===== config.mk =====
export PLATFORM = sky130hd
export DESIGN_NAME = temp_alert_top
export DESIGN_NICKNAME = d
export VERILOG_FILES = /design/src/rtl/alert_pkg.sv /design/src/rtl/alert_limit_chan.sv /design/src/rtl/alert_datapath.sv /design/src/rtl/alert_ctrl.sv /design/src/rtl/temp_alert_top.sv
export SDC_FILE = /design/constraint.sdc
export NUM_CORES = 1
export LEC_CHECK = 0
export BUFFER_PORTS_ARGS = -buffer_cell sky130_fd_sc_hd__buf_2
export CORE_ASPECT_RATIO = 1.75
export CORE_MARGIN = 4
export CORE_UTILIZATION = 40
export CTS_CLUSTER_DIAMETER = 30
export DETAILED_ROUTE_END_ITERATION = 12
export PLACE_DENSITY = 0.74
export SYNTH_ARGS = -nofsm -noshare
export SYNTH_HDL_FRONTEND = slang
export SYNTH_SLANG_ARGS = --single-unit

===== constraint.sdc =====
create_clock -name clk -period 0.8 [get_ports clk]
set_input_delay 0.16 -clock clk [delete_from_list [all_inputs] [get_ports clk]]
set_output_delay 0.16 -clock clk [all_outputs]
set_load 0.005 [all_outputs]

===== src/rtl/alert_pkg.sv =====
package alert_pkg;
  // Strobes the control side hands to the datapath
  typedef struct packed {
    logic capture;     // evaluate comparators this cycle
    logic clearFlags;  // status byte read
  } dpStrobe_t;

  typedef enum logic {
    ALERT_IDLE = 1'b0,
    ALERT_SET  = 1'b1
  } alertState_t;
endpackage


===== src/rtl/alert_limit_chan.sv =====
module alert_limit_chan #(
  parameter int TEMP_W     = 16,
  parameter int LIM_W      = 8,
  parameter int LIM_OFFSET = 63,
  parameter int STEP_SHIFT = 6,
  parameter bit IS_HIGH    = 1'b1
) (
  input  logic [LIM_W-1:0]         limCode,
  input  logic signed [TEMP_W-1:0] temp,
  output logic                     hit
);
  localparam int CMP_W = TEMP_W + 1;
  localparam logic signed [CMP_W-1:0] OFFS = CMP_W'(LIM_OFFSET);

  logic signed [CMP_W-1:0] codeExt;
  logic signed [CMP_W-1:0] limVal;
  logic signed [CMP_W-1:0] tempExt;
  logic cmpHit;

  always_comb begin
    codeExt = {{(CMP_W-LIM_W){1'b0}}, limCode};
    limVal  = (codeExt - OFFS) <<< STEP_SHIFT;
    tempExt = {temp[TEMP_W-1], temp};
  end

  generate
    if (IS_HIGH) begin : g_high
      always_comb cmpHit = (tempExt >= limVal);
    end else begin : g_low
      always_comb cmpHit = (tempExt < limVal);
    end
  endgenerate

  always_comb hit = (limCode != '0) && cmpHit;
endmodule


===== src/rtl/alert_datapath.sv =====
module alert_datapath
  import alert_pkg::*;
#(
  parameter int TEMP_W     = 16,
  parameter int LIM_W      = 8,
  parameter int LIM_OFFSET = 63,
  parameter int STEP_SHIFT = 6
) (
  input  logic                     clk,
  input  logic                     rstN,
  input  dpStrobe_t                strobe,
  input  logic signed [TEMP_W-1:0] temp,
  input  logic [LIM_W-1:0]         hiCode,
  input  logic [LIM_W-1:0]         loCode,
  output logic                     hiHit,
  output logic                     loHit,
  output logic                     overFlag,
  output logic                     underFlag
);
  localparam int N_CH = 2;  // channel 0 = high, channel 1 = low

  logic [LIM_W-1:0] chCode [N_CH];
  logic [N_CH-1:0]  chHit;
  logic [N_CH-1:0]  chFlag;

  always_comb begin
    chCode[0] = hiCode;
    chCode[1] = loCode;
  end

  generate
    for (genvar ch = 0; ch < N_CH; ch++) begin : g_ch
      alert_limit_chan #(
        .TEMP_W(TEMP_W), .LIM_W(LIM_W), .LIM_OFFSET(LIM_OFFSET),
        .STEP_SHIFT(STEP_SHIFT), .IS_HIGH(ch == 0)
      ) i_chan (
        .limCode(chCode[ch]),
        .temp   (temp),
        .hit    (chHit[ch])
      );

      always_ff @(posedge clk or negedge rstN) begin
        if (!rstN)                              chFlag[ch] <= 1'b0;
        else if (strobe.capture && chHit[ch])   chFlag[ch] <= 1'b1;
        else if (strobe.clearFlags)             chFlag[ch] <= 1'b0;
      end
    end
  endgenerate

  always_comb begin
    hiHit     = chHit[0];
    loHit     = chHit[1];
    overFlag  = chFlag[0];
    underFlag = chFlag[1];
  end

  // a read with no new conversion leaves both flags clear
  p_read_clears_r5: assert property (@(posedge clk) disable iff (!rstN)
    (strobe.clearFlags && !strobe.capture) |=> (!overFlag && !underFlag));

  // flags are sticky while not read
  p_sticky_over_r4: assert property (@(posedge clk) disable iff (!rstN)
    (overFlag && !strobe.clearFlags) |=> overFlag);

  // a disabled upper limit never raises the over flag
  p_hi_disabled_r2: assert property (@(posedge clk) disable iff (!rstN)
    (hiCode == '0 && !overFlag) |=> !overFlag);

  // without a capture strobe, flags never rise
  p_no_capture_r10: assert property (@(posedge clk) disable iff (!rstN)
    (!strobe.capture && !underFlag) |=> !underFlag);
endmodule


===== src/rtl/alert_ctrl.sv =====
module alert_ctrl
  import alert_pkg::*;
(
  input  logic      clk,
  input  logic      rstN,
  input  logic      convDone,
  input  logic      statusRead,
  input  logic      alertAck,
  input  logic      hiHit,
  input  logic      loHit,
  output dpStrobe_t strobe,
  output logic      alertLatched
);
  alertState_t state;
  logic tripNow;
  logic clearNow;

  always_comb begin
    strobe.capture    = convDone;
    strobe.clearFlags = statusRead;
    tripNow  = convDone && (hiHit || loHit);
    clearNow = statusRead || alertAck;
  end

  always_ff @(posedge clk or negedge rstN) begin
    if (!rstN)         state <= ALERT_IDLE;
    else if (tripNow)  state <= ALERT_SET;
    else if (clearNow) state <= ALERT_IDLE;
  end

  always_comb alertLatched = (state == ALERT_SET);

  // alert holds until a clear arrives
  p_alert_hold_r6: assert property (@(posedge clk) disable iff (!rstN)
    (alertLatched && !statusRead && !alertAck) |=> alertLatched);

  // a clear without a conversion leaves the alert low
  p_no_rearm_r8: assert property (@(posedge clk) disable iff (!rstN)
    ((statusRead || alertAck) && !convDone) |=> !alertLatched);

  // a tripping conversion wins over any clear in the same cycle
  p_trip_wins_r9: assert property (@(posedge clk) disable iff (!rstN)
    (convDone && (hiHit || loHit)) |=> alertLatched);
endmodule


===== src/rtl/temp_alert_top.sv =====
module temp_alert_top
  import alert_pkg::*;
#(
  parameter int TEMP_W     = 16,
  parameter int LIM_W      = 8,
  parameter int LIM_OFFSET = 63,
  parameter int STEP_SHIFT = 6,
  parameter int STAT_W     = 8,
  parameter int OVER_BIT   = 1,
  parameter int UNDER_BIT  = 2
) (
  input  logic              clk,
  input  logic              rstN,
  input  logic              convDone,
  input  logic [TEMP_W-1:0] convTemp,
  input  logic [LIM_W-1:0]  hiLimitCode,
  input  logic [LIM_W-1:0]  loLimitCode,
  input  logic              statusRead,
  input  logic              alertAck,
  output logic [STAT_W-1:0] statusBits,
  output logic              alertPullLow,
  output logic              alertPending
);
  dpStrobe_t strobe;
  logic hiHit, loHit, overFlag, underFlag, alertLatched;

  alert_datapath #(
    .TEMP_W(TEMP_W), .LIM_W(LIM_W), .LIM_OFFSET(LIM_OFFSET), .STEP_SHIFT(STEP_SHIFT)
  ) i_datapath (
    .clk(clk), .rstN(rstN), .strobe(strobe), .temp(convTemp),
    .hiCode(hiLimitCode), .loCode(loLimitCode),
    .hiHit(hiHit), .loHit(loHit), .overFlag(overFlag), .underFlag(underFlag)
  );

  alert_ctrl i_ctrl (
    .clk(clk), .rstN(rstN), .convDone(convDone), .statusRead(statusRead),
    .alertAck(alertAck), .hiHit(hiHit), .loHit(loHit),
    .strobe(strobe), .alertLatched(alertLatched)
  );

  always_comb begin
    statusBits            = '0;
    statusBits[OVER_BIT]  = overFlag;
    statusBits[UNDER_BIT] = underFlag;
    alertPullLow          = alertLatched;
    alertPending          = alertLatched;
  end

  // an acknowledge alone does not disturb the status flags
  p_ack_keeps_flags_r7: assert property (@(posedge clk) disable iff (!rstN)
    (alertAck && !statusRead && !convDone) |=> $stable(statusBits));
endmodule


Word-level counts from Yosys, hierarchy flattened
Cells that the tools add are included.
{ "totals": {"output_inout_bits": 10, "input_bits": 37, "elab_cells": 24, "ff_bits": 3} }
{ "classes": {"magnitude_cmp": 2, "reduce_logical": 12, "add_sub_neg": 2, "n_mux": 5} }
{ "op_table": {"columns": ["operator", "count"], "rows": [
  ["subtractor 8 x 6 -> 9 bit (second input constant)", 2],
  ["greater-or-equal comparator 16 x 15 -> 1 bit", 1],
  ["< comparator 16 x 15 -> 1 bit", 1],
  ["nonzero test 8 bit", 2],
  ["nonzero test 2 bit", 3],
  ["logical AND 1 bit", 5],
  ["two-way mux 1 bit", 5],
  ["logical OR 1 bit", 2]
]} }

Logic depth before layout (Yosys ltp)
Gate-level depths: netlist of the first run.
{ "logic_depth": {"depth_word": 6, "depth_mapped": 10, "ltp_nobuf": 10} }

Modules after synthesis
Synthesis of the first run repeated with hierarchy kept, for this count alone.
{ "hier_totals": {"cells_unflattened": 117, "area_unflattened_um2": 991.0} }
{ "by_module_without_submodules": {"columns": ["mod", "instances", "seq_area_each_um2", "cells_each", "area_each_um2"], "rows": [
  ["alert_limit_chan at i_datapath.g_ch[0].i_chan", 1, 0.0, 49, 415.4],
  ["alert_limit_chan at i_datapath.g_ch[1].i_chan", 1, 0.0, 44, 369.1],
  ["alert_datapath", 1, 50.0, 8, 78.8],
  ["temp_alert_top", 1, 0.0, 10, 71.3],
  ["alert_ctrl", 1, 25.0, 6, 56.3]
]} }

Worst setup path before layout of the first run
OpenSTA, ideal clock, no wires.
{ "synth_timing": {"path_kind": "input -> register", "from": "in hiLimitCode[0]", "to": "reg i_ctrl.state, in the netlist i_ctrl.alertLatched", "required_time_ns": 0.673, "path_buffers": 0, "t_arrival_ns": 1.902, "path_stages": 10, "slack_ns": -1.229, "setup_ns": 0.127, "path_cell_list": "inv_1 > nor3_1 > a31oi_1 > xnor2_1 > ha_1 > a21o_1 > a2111oi_1 > o31ai_2 > o21ai_2 > nand3_1"} }
{ "synth_via": {"elab_chain_len": 6, "word_cells_on_any_way": 8, "cone_classes": "add/sub (1); order compare (1); mux (1); reduce/logical (5)"} }
{ "synth_rtl": {"columns": ["item", "line_no", "rtl"], "rows": [
  ["from (decl)", "temp_alert_top.sv:16", "input logic [LIM_W-1:0] hiLimitCode,"],
  ["subtractor 8 x 6 -> 9 bit", "alert_limit_chan.sv:22", "limVal = (codeExt - OFFS) <<< STEP_SHIFT;"],
  ["greater-or-equal comparator 16 x 15 -> 1 bit", "alert_limit_chan.sv:28", "always_comb cmpHit = (tempExt >= limVal);"],
  ["logical AND 1 bit *", "alert_limit_chan.sv:34", "always_comb hit = (limCode != '0) && cmpHit;"],
  ["logical OR 1 bit *", "alert_ctrl.sv:21", "tripNow = convDone && (hiHit || loHit);"],
  ["logical AND 1 bit *", "alert_ctrl.sv:21", null],
  ["two-way mux 1 bit / nonzero test 2 bit (equally long branches)", null, null],
  ["to (signal assigned)", "alert_ctrl.sv:26", "if (!rstN) state <= ALERT_IDLE;"],
  ["to (signal assigned)", "alert_ctrl.sv:27", "else if (tripNow) state <= ALERT_SET;"],
  ["to (signal assigned)", "alert_ctrl.sv:28", "else if (clearNow) state <= ALERT_IDLE;"],
  ["to (decl)", "alert_ctrl.sv:14", "alertState_t state;"]
]} }
Every way passes the cells marked *; elsewhere a longest branch is shown, timed or not.
A chain may end at the register's enable or synchronous reset.

Worst setup path after layout of the first run
{ "layout_timing": {"from": "in hiLimitCode[2]", "to": "reg i_ctrl.state, in the netlist i_ctrl.alertLatched"} }
Same word-level chain as after synthesis.

==> reports/metrics.csv, run 1 <==
stage;metric;value;unit
cells_and_area;layout.area.seq;75.1;sq um
setup_path;r2r-end;i_datapath.overFlag;
global_routing;globalRoute.totalOverflow;0;
synthesis;seq_area_frac_synth;0.0801;
placement;portBuffers;40;
synthesis;synth.cells.most_frequent;23 x sky130_fd_sc_hd__ha_1, 13 x sky130_fd_sc_hd__inv_1, 10 x sky130_fd_sc_hd__nand2_1, 9 x sky130_fd_sc_hd__buf_4, 9 x sky130_fd_sc_hd__nand3_1;
timing;final_max_slew_viol_count;0;
setup_path;sort_of_element_at_the_start_of_the_critical_path;input port;
timing;setup_tns;-3.20;ns
timing;period_share;2.23;
detailed_routing;ant_nets;0;
cells_and_area;multi_input_area;890;sq um
timing;grt_setup_unrepaired;true;
status;outcome;complete, but fails checks;
detailed_routing;dr.first_iter.drc_count;8;
cells_and_area;antenna-diode-count;0;
synthesis;largest_area_contributor_in_the_synthesized_netlist;sky130_fd_sc_hd__ha_1;
min_path;holdCritPathClass;input port to register;
cells_and_area;synthToLayoutAreaGrowth;67.2;%
clock_network;clock_latency;0.22;ns
timing;period_needed;1.78;ns
clock_network;cts_root_buffer;sky130_fd_sc_hd__clkbuf_8;
setup_path;critical_path.startpoint;hiLimitCode[2];
setup_path;worst-path-max-fanout;2;
power;netSwitchingPower;491;uW
cells_and_area;drive_gt1_frac;0.492;
power;clock_power_share;0.315;
floorplanning;coreArea;0.00227;sq mm
floorplanning;die_h;72.0;microns
power;p_leak;0.780;nW
synthesis;synth_top_flop_cell;sky130_fd_sc_hd__dfrtp_1;
power;p_seq_frac;0.131;
floorplanning;rows;23;
placement;detailedPlacementHpwl;2310;microns
global_routing;grt_max_degree;6;
synthesis;yosys-top-cells-area;sky130_fd_sc_hd__ha_1 31%, sky130_fd_sc_hd__dfrtp_1 8.0%, sky130_fd_sc_hd__xnor2_1 7.5%;
clock_network;numCtsBuffers;3;
synthesis;post_synth_num_cell_types;30;
power;power.switching_fraction;0.343;
cells_and_area;final_core_util;0.689;
clock_network;cts_tree;yes;
setup_path;worst_path_largest_cell_delay;0.29;ns
setup_path;timing.critical_path.to_type;register;
setup_path;crit_path_class;input port to register;
min_path;timing.hold.worst_path_depth;2;
timing;final-setup-viol-count;7;
cells_and_area;layout.filler_cells;201;
setup_path;data_arrival_time_at_the_worst_slack_endpoint;1.87;ns
clock_network;clock_tree.buffer_depth;2;
placement;number_of_placed_instances_taps_included;203;
global_routing;grt_first_pass_wirelength;4620;microns
placement;setup_slack_at_placement;-1.27;ns
clock_network;clock_transition_time_at_the_flip_flop_clock_pins_of_the_worst_setup_and_hold_paths;0.03;ns
detailed_routing;via_count;1110;
detailed_routing;totalWireLength;2770;microns
synthesis;edff_count_synth;0;
power;p_per_area;913;mW/mm^2
setup_path;crit_chain;buf_8 -> nand2_4 -> nor3_4 -> a31oi_2 -> xnor2_1 -> ha_1 -> a21o_1 -> a2111oi_4 -> o31ai_2 -> o21ai_2 -> nand3_1;
power;p_int;940;uW
synthesis;netlist_area;937;sq um
global_routing;grt_util_all_layers;0.188;
cells_and_area;final_nets;250;
synthesis;postSynthRegisterBits;3;
detailed_routing;detail_route.first_pass.iterations;4;
timing;clock.fmax;0.561;GHz
timing;finalHoldViolations;0;
placement;place.gp.congestion;0.779;
global_routing;first_global_vias;1216;
floorplanning;initial_utilization;0.412;
min_path;hold_path.startpoint;statusRead;
synthesis;synth-warning-count;0;
setup_path;worstRegToRegCells;4;
run;reported_max_cap_violation_count;0;
setup_path;r2r_setup_slack;-0.02;ns
detailed_routing;via_per_inst;5.19;
synthesis;synthMostInstantiatedCell;sky130_fd_sc_hd__ha_1;
status;violations;setup timing;
synthesis;synthesis.instances;119;
setup_path;cp.required;0.89;ns
global_routing;initial_antenna_violation_count;0;
timing;final.setup_skew;0;ns
power;vdd_ir_drop_max;500;uV
detailed_routing;routed_wire_length_per_instance;13.0;microns
setup_path;r2r-start;i_datapath.overFlag;
clock_network;clock-sinks;3;
floorplanning;die_area;0.00321;sq mm
setup_path;critical-path-slowest-cell;sky130_fd_sc_hd__ha_1;
floorplanning;die_width;44.6;microns
floorplanning;io_count;47;
synthesis;mean_area_per_synthesized_cell;7.88;sq um
min_path;min_delay_worst_endpoint;i_datapath.overFlag;
power;combinational_power_share;0.554;
timing;layout_setup_ws;-0.982;ns
synthesis;async_reset_ff_frac;1.00;
clock_network;ctsHtreeMaxLevel;1;
synthesis;synth.top_cell.area_share;0.307;
detailed_routing;drc_violation_count_after_routing;0;
cells_and_area;instances_no_fill;214;
[critical path: cells and delay by family]
family / cells / cell delay (ns)
compound gates: 5 / 0.86
simple gates: 3 / 0.34
fa+ha+maj: 1 / 0.29
xor+xnor: 1 / 0.14
buf+inv: 1 / 0.08
[worst max path at each step]
stage,endpoint,depth (start not counted)
after global placement,i_ctrl.alertLatched,11
after CTS,i_datapath.underFlag,11
after floorplan,i_ctrl.alertLatched,10
after detailed placement,i_datapath.underFlag,11
final,i_ctrl.alertLatched,11
after global routing,i_ctrl.alertLatched,11
[kinds of logic (layout without fill, tap and decap cells)]
kind of cell,Yosys count,in the layout,share of synthesized area
AND/OR/NAND/NOR,38,38,0.216
adder cells (fa/ha/maj),23,23,0.307
buffers and inverters,22,87,0.124
AO/OA/AOI/OAI,20,20,0.156
XOR/XNOR,12,12,0.112
flip-flops,3,3,0.0801
other,1,6,0.00400
[power by group through the flow]
stage / combinational (mW) / clock (mW) / sequential, mW
after floorplan: 0.425 / 0 / 0.190
final: 0.793 / 0.451 / 0.187
after detailed placement: 0.712 / 0 / 0.189
after global routing: 0.896 / 0.479 / 0.189
after global placement: 0.685 / 0 / 0.189
after CTS: 0.767 / 0.461 / 0.187
[placed cells by master, fill, tap and decap left out, types with 2 or more instances in the layout]
master	n
sky130_fd_sc_hd__nand4_1	3
sky130_fd_sc_hd__ha_1	19
sky130_fd_sc_hd__dfrtp_1	3
sky130_fd_sc_hd__a21oi_1	5
sky130_fd_sc_hd__nor4_1	2
sky130_fd_sc_hd__ha_4	4
sky130_fd_sc_hd__nor2_1	4
sky130_fd_sc_hd__buf_4	30
sky130_fd_sc_hd__inv_2	3
sky130_fd_sc_hd__nand2_1	8
sky130_fd_sc_hd__nand3_2	2
sky130_fd_sc_hd__o21ai_1	3
sky130_fd_sc_hd__a31oi_1	2
sky130_fd_sc_hd__clkbuf_8	3
sky130_fd_sc_hd__a21o_1	2
sky130_fd_sc_hd__buf_2	34
sky130_fd_sc_hd__inv_1	10
sky130_fd_sc_hd__xnor2_1	8
sky130_fd_sc_hd__buf_8	4
sky130_fd_sc_hd__and3_4	2
sky130_fd_sc_hd__nor4bb_1	2
sky130_fd_sc_hd__conb_1	6
sky130_fd_sc_hd__nand3_1	7
sky130_fd_sc_hd__xor2_1	4
[flip-flops by register name (all words and copies together), names as in the netlist]
signal and count:
i_datapath.underFlag 1, i_ctrl.alertLatched 1, i_datapath.overFlag 1
[stage by stage]
| step | hold WS [ns] | power, mW | instance area (sq um) |
|---|---|---|---|
| global route | 0.147 | 1.56 | 1570 |
| CTS | 0.139 | 1.41 | 1540 |
| floorplan | -0.136 | 0.615 | 1060 |
| finish | 0.143 | 1.43 | 1570 |
| detailed placement | -0.0418 | 0.901 | 1400 |
| global placement | -0.0462 | 0.874 | 1400 |
[layer usage]
metal / routed length, microns / part of all wire / track usage
met2: 1560 / 0.56 / 0.355
met5: 0 / 0 / 0
met4: 114 / 0.041 / 0.121
met1: 953 / 0.34 / 0.180
met3: 139 / 0.050 / 0.0174
[layout make-up]
class | count | area share
multi-input cells | 99 | 0.568
repair buffers | 70 | 0.304
flip-flops and latches | 3 | 0.0479
inverters | 13 | 0.0312
clock buffers | 4 | 0.0288
well taps | 25 | 0.0200
[repair_timing]
| action | 4_1_cts | 5_1_grt |
|---|---|---|
| endpoints found under the hold margin | 3 | 0 |
| buffers inserted | 4 | 2 |
| pin swaps | 6 | 3 |
| hold buffers | 1 | 0 |
| resized for setup | 18 | 3 |
| setup endpoints to repair | 7 | 7 |
Note: power is estimated with default switching activity, not from simulation.
==> run 2: changes to the inputs <==
--- a/config.mk
+++ b/config.mk
@@ -9,6 +9,7 @@
 export CORE_ASPECT_RATIO = 1.75
 export CORE_MARGIN = 4
 export CORE_UTILIZATION = 40
+export CTS_BUF_LIST = sky130_fd_sc_hd__clkbuf_16
 export CTS_CLUSTER_DIAMETER = 30
 export DETAILED_ROUTE_END_ITERATION = 12
 export PLACE_DENSITY = 0.74
==> run 2 against run 1 <==
  * The flow still finishes with violations (setup timing)
  * Core utilization is 1.8 points higher
  * Cell count is 0.47% higher
  * Hold slack worse by 0.0075 ns
  * Worst setup slack better by 0.032 ns
  * Sequential power hardly changed
  * Design area is 2.6% higher
  * Fmax is 1.8% higher
==> reports/metrics.csv, run 2 (synthesized netlist as in run 1, its figures left out) <==
stage;metric;value;unit;change
cells_and_area;final_common_cell;sky130_fd_sc_hd__buf_2;;
cells_and_area;drive_gt1_frac;0.495;;+0.00267
power;p_seq_frac;0.104;;-0.027
setup_path;r2r-start;i_datapath.overFlag;;
setup_path;r2r-end;i_datapath.overFlag;;
clock_network;numCtsBuffers;3;;unchanged
floorplanning;die_width;44.6;microns;unchanged
setup_path;data_arrival_time_at_the_worst_slack_endpoint;1.85;ns;-0.02 ns
setup_path;worstRegToRegCells;4;;unchanged
detailed_routing;totalWireLength;2820;microns;+1.8%
cells_and_area;antenna-diode-count;0;;unchanged
detailed_routing;wl_met3;127;microns;-8.6%
detailed_routing;wirelength_met1;951;microns;-0.21%
global_routing;first_global_vias;1203;;-1.1%
detailed_routing;detail_route.first_pass.iterations;4;;unchanged
detailed_routing;ant_nets;0;;unchanged
min_path;min_delay_worst_endpoint;i_datapath.overFlag;;
timing;final_max_slew_viol_count;0;;unchanged
timing;final-setup-viol-count;7;;unchanged
status;violations;setup timing;;
placement;place.gp.congestion;0.779;;unchanged
timing;finalHoldViolations;0;;unchanged
placement;setup_slack_at_placement;-1.27;ns;unchanged
clock_network;clock_tree.buffer_depth;2;;unchanged
cells_and_area;synthToLayoutAreaGrowth;71.6;%;
clock_network;cts_tree;yes;;
detailed_routing;maxUsedRoutingLayer;met4;;
timing;period_needed;1.75;ns;-0.0323 ns
floorplanning;coreArea;0.00227;sq mm;unchanged
detailed_routing;route.met2.wl;1670;microns;+6.8%
timing;layout_setup_ws;-0.950;ns;+0.0323 ns
detailed_routing;via_per_inst;5.14;;-0.91%
floorplanning;rows;23;;unchanged
timing;clock.fmax;0.571;GHz;+1.8%
clock_network;clock_latency;0.23;ns;about the same
min_path;hold_path.startpoint;statusRead;;
placement;detailedPlacementHpwl;2310;microns;unchanged
min_path;timing.hold.worst_path_depth;2;;unchanged
detailed_routing;routed_wire_length_per_instance;13.1;microns;+1.4%
global_routing;initial_antenna_violation_count;0;;unchanged
setup_path;timing.critical_path.to_type;register;;
detailed_routing;drc_violation_count_after_routing;0;;unchanged
power;p_total;1.80;mW;+26%
setup_path;worst-path-max-fanout;2;;unchanged
floorplanning;initial_utilization;0.412;;unchanged
cells_and_area;mostFrequentLayoutCells;34 x sky130_fd_sc_hd__buf_2, 31 x sky130_fd_sc_hd__buf_4, 19 x sky130_fd_sc_hd__ha_1, 11 x sky130_fd_sc_hd__inv_1;;
clock_network;ctsHtreeMaxLevel;1;;unchanged
timing;final.setup_skew;0;ns;unchanged
min_path;holdCritPathClass;input port to register;;
status;outcome;complete, but fails checks;;
power;p_int;1.26;mW;+34%
power;p_leak;0.804;nW;+3.1%
cells_and_area;final_nets;251;;+0.40%
timing;worst_hold_slack;0.135;ns;-0.00746 ns
setup_path;r2r_setup_slack;-0.02;ns;about the same
placement;number_of_placed_instances_taps_included;203;;unchanged
clock_network;clock-sinks;3;;unchanged
setup_path;worst_path_largest_cell_delay;0.30;ns;about the same
setup_path;critical-path-slowest-cell;sky130_fd_sc_hd__ha_1;;
clock_network;cts_root_buffer;sky130_fd_sc_hd__clkbuf_16;;
floorplanning;die_area;0.00321;sq mm;unchanged
timing;period_share;2.19;;-0.0403
power;vdd_ir_drop_max;746;uV;+49%
cells_and_area;instances_no_fill;215;;+0.47%
placement;placedInstanceArea;0.00140;sq mm;unchanged
global_routing;globalRoute.totalOverflow;0;;unchanged
power;netSwitchingPower;546;uW;+11%
timing;grt_setup_unrepaired;true;;
power;clock_power_share;0.450;;+0.135
setup_path;crit_path_class;input port to register;;
setup_path;sort_of_element_at_the_start_of_the_critical_path;input port;;
clock_network;clock_transition_time_at_the_flip_flop_clock_pins_of_the_worst_setup_and_hold_paths;0.03;ns;about the same
floorplanning;die_h;72.0;microns;unchanged
setup_path;cp.required;0.90;ns;about the same
power;p_per_area;1120;mW/mm^2;+23%
setup_path;crit_chain;buf_8 -> nand2_4 -> nor3_4 -> a31oi_2 -> xnor2_1 -> ha_1 -> a21o_1 -> a2111oi_4 -> o31ai_2 -> o21ai_2 -> nand3_1;;
cells_and_area;design_area;0.00161;sq mm;+2.6%
power;combinational_power_share;0.446;;-0.108
global_routing;grt_util_all_layers;0.192;;+0.00342
global_routing;grt_max_degree;6;;unchanged
global_routing;grt_first_pass_wirelength;4640;microns;+0.58%
detailed_routing;dr.first_iter.drc_count;12;;+4
power;power.switching_fraction;0.303;;-0.0400
placement;portBuffers;40;;unchanged
cells_and_area;layout.filler_cells;196;;-2.5%
run;reported_max_cap_violation_count;0;;unchanged
detailed_routing;via_count;1105;;-0.45%
floorplanning;io_count;47;;unchanged
run 2: how the worst max path moves through the flow:
stage	startpoint	to	slack [ns]	cells after the start
final	hiLimitCode[2]	i_ctrl.alertLatched	-0.95	11
after global routing	loLimitCode[1]	i_datapath.underFlag	-1.12	11
after CTS	loLimitCode[1]	i_datapath.underFlag	-1.02	11
after detailed placement	loLimitCode[0]	i_datapath.underFlag	-1.27	11
after global placement	hiLimitCode[1]	i_ctrl.alertLatched	-1.24	11
after floorplan	hiLimitCode[3]	i_ctrl.alertLatched	-0.99	10
run 2: power groups by stage:
stage / clock network (mW) / registers [mW] / logic, mW
2_1_floorplan: 0 / 0.190 / 0.425
3_3_place_gp: 0 / 0.189 / 0.685
3_5_place_dp: 0 / 0.189 / 0.712
4_1_cts: 0.818 / 0.187 / 0.781
5_1_grt: 0.832 / 0.188 / 0.905
6_report: 0.812 / 0.187 / 0.804
run 2: timing repair:
item,CTS,global route
hold buffers,1,0
resized for setup,18,3
endpoints found under the hold margin,3,0
setup endpoints to repair,7,7
setup buffers,5,2
pin swaps,6,3
run 2: routing by layer:
| layer | track usage | up-vias |
|---|---|---|
| met5 | 0 | - |
| met4 | 0.121 | 0 |
| met2 | 0.365 | 32 |
| li1 | - | 560 |
| met1 | 0.182 | 506 |
| met3 | 0.0174 | 7 |
run 2: area by class of cell:
class / instances / area [sq um] / area share
clock buffers: 3 / 75.1 / 0.0467
clock inverters: 1 / 3.75 / 0.00233
inverters: 13 / 48.8 / 0.0304
multi-input cells: 99 / 890 / 0.553
flip-flops and latches: 3 / 75.1 / 0.0467
well taps: 25 / 31.3 / 0.0195
repair buffers: 71 / 484 / 0.301
run 2: through the flow:
step           TNS, ns  utilization
2_1_floorplan    -2.91            -
3_3_place_gp     -3.64        0.616
3_5_place_dp     -3.81        0.616
4_1_cts          -3.33        0.696
5_1_grt          -3.71        0.707
6_report         -3.17        0.707
run 2: critical path, delay by kind of cell:
family                   cells  cell delay, ns
XOR/XNOR                     1            0.14
adder cells (fa/ha/maj)      1            0.30
buffers and inverters        1            0.08
AND/OR/NAND/NOR              3            0.33
AO/OA/AOI/OAI                5            0.85
==> run 3: changes to the inputs <==
--- a/config.mk
+++ b/config.mk
@@ -8,11 +8,11 @@
 export BUFFER_PORTS_ARGS = -buffer_cell sky130_fd_sc_hd__buf_2
 export CORE_ASPECT_RATIO = 1.75
 export CORE_MARGIN = 4
-export CORE_UTILIZATION = 40
+export CORE_UTILIZATION = 41
 export CTS_BUF_LIST = sky130_fd_sc_hd__clkbuf_16
 export CTS_CLUSTER_DIAMETER = 30
 export DETAILED_ROUTE_END_ITERATION = 12
-export PLACE_DENSITY = 0.74
+export PLACE_DENSITY = 0.76
 export SYNTH_ARGS = -nofsm -noshare
 export SYNTH_HDL_FRONTEND = slang
 export SYNTH_SLANG_ARGS = --single-unit
==> run 3 against run 2 <==
  * The flow still finishes with violations (setup timing)
  * Core utilization grew 6.0 points
  * Fmax decreased by 2.9%
  * Clock skew unchanged
  * Non-clock buffer count fell by 3
  * Largest cell class unchanged
  * Largest power group is now combinational logic
  * Highest routed layer unchanged
==> reports/metrics.csv, run 3 (synthesized netlist as in run 1, its figures left out) <==
stage;metric;value;unit;change
status;outcome;complete, but fails checks;;
status;violations;setup timing;;
global_routing;grt_max_degree;6;;unchanged
setup_path;crit_chain;buf_8 -> nand2_4 -> nor3_4 -> a31oi_2 -> xnor2_1 -> ha_1 -> a21o_1 -> a2111oi_4 -> o31ai_2 -> o21ai_2 -> nand3_1;;
setup_path;sort_of_element_at_the_start_of_the_critical_path;input port;;
detailed_routing;routed_wire_length_per_instance;14.3;microns;+8.6%
power;p_per_area;1120;mW/mm^2;-0.34%
detailed_routing;via_per_inst;5.34;;+3.9%
clock_network;ctsHtreeMaxLevel;1;;unchanged
floorplanning;initial_utilization;0.436;;+0.0243
clock_network;cts_root_buffer;sky130_fd_sc_hd__clkbuf_16;;
floorplanning;io_count;47;;unchanged
cells_and_area;drive_gt1_frac;0.513;;+0.0186
timing;grt_setup_unrepaired;true;;
cells_and_area;design_area;0.00165;sq mm;+2.5%
setup_path;worstRegToRegCells;3;;-1
setup_path;critical-path-slowest-cell;sky130_fd_sc_hd__ha_1;;
floorplanning;coreArea;0.00215;sq mm;-5.6%
setup_path;worst_path_largest_cell_delay;0.29;ns;about the same
min_path;holdCritPathClass;input port to register;;
setup_path;r2r-start;i_datapath.underFlag;;
clock_network;numCtsBuffers;3;;unchanged
power;p_leak;0.799;nW;-0.74%
setup_path;worst-path-max-fanout;2;;unchanged
timing;clock.fmax;0.555;GHz;-2.9%
global_routing;first_global_vias;1194;;-0.75%
min_path;timing.hold.worst_path_depth;2;;unchanged
setup_path;crit_path_class;input port to register;;
global_routing;initial_antenna_violation_count;0;;unchanged
power;vdd_ir_drop_max;595;uV;-20%
setup_path;cp.required;0.90;ns;about the same
floorplanning;rows;22;;-4.3%
detailed_routing;dr.first_iter.drc_count;5;;-7
setup_path;data_arrival_time_at_the_worst_slack_endpoint;1.90;ns;+0.05 ns
clock_network;clock_transition_time_at_the_flip_flop_clock_pins_of_the_worst_setup_and_hold_paths;0.03;ns;about the same
detailed_routing;ant_nets;0;;unchanged
timing;final-setup-viol-count;7;;unchanged
cells_and_area;final_nets;248;;-1.2%
timing;final.setup_skew;0;ns;unchanged
floorplanning;die_width;44.1;microns;-1.0%
min_path;min_delay_worst_endpoint;i_datapath.overFlag;;
floorplanning;die_area;0.00314;sq mm;-2.1%
floorplanning;die_h;71.2;microns;-1.1%
timing;period_share;2.25;;+0.0655
cells_and_area;instances_no_fill;211;;-1.9%
cells_and_area;mostFrequentLayoutCells;34 x sky130_fd_sc_hd__buf_2, 28 x sky130_fd_sc_hd__buf_4, 17 x sky130_fd_sc_hd__ha_1, 12 x sky130_fd_sc_hd__inv_1;;
cells_and_area;synthToLayoutAreaGrowth;75.8;%;
timing;layout_setup_ws;-1.00;ns;-0.0524 ns
placement;place.gp.congestion;0.826;;+6.0%
timing;period_needed;1.80;ns;+0.0524 ns
global_routing;grt_first_pass_wirelength;4910;microns;+5.6%
detailed_routing;totalWireLength;3010;microns;+6.6%
clock_network;clock-sinks;3;;unchanged
setup_path;r2r-end;i_datapath.underFlag;;
cells_and_area;antenna-diode-count;0;;unchanged
placement;number_of_placed_instances_taps_included;203;;unchanged
run;reported_max_cap_violation_count;0;;unchanged
global_routing;globalRoute.totalOverflow;0;;unchanged
timing;finalHoldViolations;0;;unchanged
detailed_routing;via_count;1127;;+2.0%
global_routing;grt_util_all_layers;0.202;;+0.0108
detailed_routing;drc_violation_count_after_routing;0;;unchanged
clock_network;clock_tree.buffer_depth;2;;unchanged
setup_path;timing.critical_path.to_type;register;;
placement;placedInstanceArea;0.00141;sq mm;+0.45%
setup_path;r2r_setup_slack;0.05;ns;+0.07 ns
cells_and_area;final_common_cell;sky130_fd_sc_hd__buf_2;;
placement;detailedPlacementHpwl;2400;microns;+3.8%
clock_network;cts_tree;yes;;
min_path;hold_path.startpoint;statusRead;;
setup_path;critical_path.startpoint;hiLimitCode[2];;
placement;portBuffers;40;;unchanged
detailed_routing;detail_route.first_pass.iterations;4;;unchanged
timing;final_max_slew_viol_count;0;;unchanged
clock_network;clock_latency;0.23;ns;about the same
cells_and_area;layout.filler_cells;158;;-19%
-- run 3: cell count changes in the layout (fill, tap and decap cells not counted), moves of 2 or more --
cell	change
sky130_fd_sc_hd__ha_1	-2
sky130_fd_sc_hd__inv_2	-2
sky130_fd_sc_hd__buf_4	-3
sky130_fd_sc_hd__nand2_2	+2
sky130_fd_sc_hd__nand2_1	-2
sky130_fd_sc_hd__ha_4	+2
-- run 3: final cells by class --
type | instances | area [sq um] | share of cell area
multi-input combinational | 99 | 951 | 0.577
timing repair buffer | 68 | 462 | 0.280
sequential | 3 | 75.1 | 0.0456
clock buffer | 3 | 75.1 | 0.0456
inverter | 13 | 51.3 | 0.0311
tap | 24 | 30.0 | 0.0182
clock inverter | 1 | 3.75 | 0.00228
-- run 3: critical path, delay by kind of cell --
kind            cells  cell delay, ns
compound gates      5            0.87
xor+xnor            1            0.14
fa+ha+maj           1            0.29
buf+inv             1            0.08
simple gates        3            0.36
-- run 3: how the worst max path moves through the flow --
| stage | end |
|---|---|
| after global routing | i_ctrl.alertLatched |
| after CTS | i_ctrl.alertLatched |
| after global placement | i_ctrl.alertLatched |
| after floorplan | i_ctrl.alertLatched |
| final | i_ctrl.alertLatched |
| after detailed placement | i_ctrl.alertLatched |
-- run 3: where the power goes --
group	switching [mW]	leakage, nW	internal [mW]
clock network	0.146	0.0423	0.645
logic	0.412	0.720	0.448
registers	0.0136	0.0359	0.176
total	0.572	0.799	1.27
-- run 3: layer usage --
metal  part of all wire  GRT usage  up-vias
met5                  0          0        -
met1               0.34      0.188      535
met4             0.0070     0.0738        0
li1                   -          -      553
met2               0.60      0.412       35
met3              0.045     0.0251        4
-- run 3: per-stage QoR --
| stage | hold slack [ns] | util | power, mW | setup TNS [ns] | worst slack, ns |
|---|---|---|---|---|---|
| after floorplan | -0.136 | - | 0.615 | -2.91 | -0.988 |
| after detailed placement | -0.0403 | 0.655 | 0.916 | -3.95 | -1.35 |
| after global routing | 0.167 | 0.767 | 1.96 | -3.65 | -1.12 |
| after global placement | -0.0455 | 0.655 | 0.877 | -3.63 | -1.24 |
| final | 0.154 | 0.767 | 1.84 | -3.26 | -1.00 |
| after CTS | 0.147 | 0.758 | 1.82 | -3.30 | -1.01 |
-- run 3: what timing repair did --
action                                  in CTS  in global routing
buffers inserted                             2                  1
endpoints found under the setup margin       7                  7
resized for setup                           25                  3
hold buffers                                 1                  0
endpoints found under the hold margin        3                  0
pin swaps                                    7                  2
cloned                                       0                  0
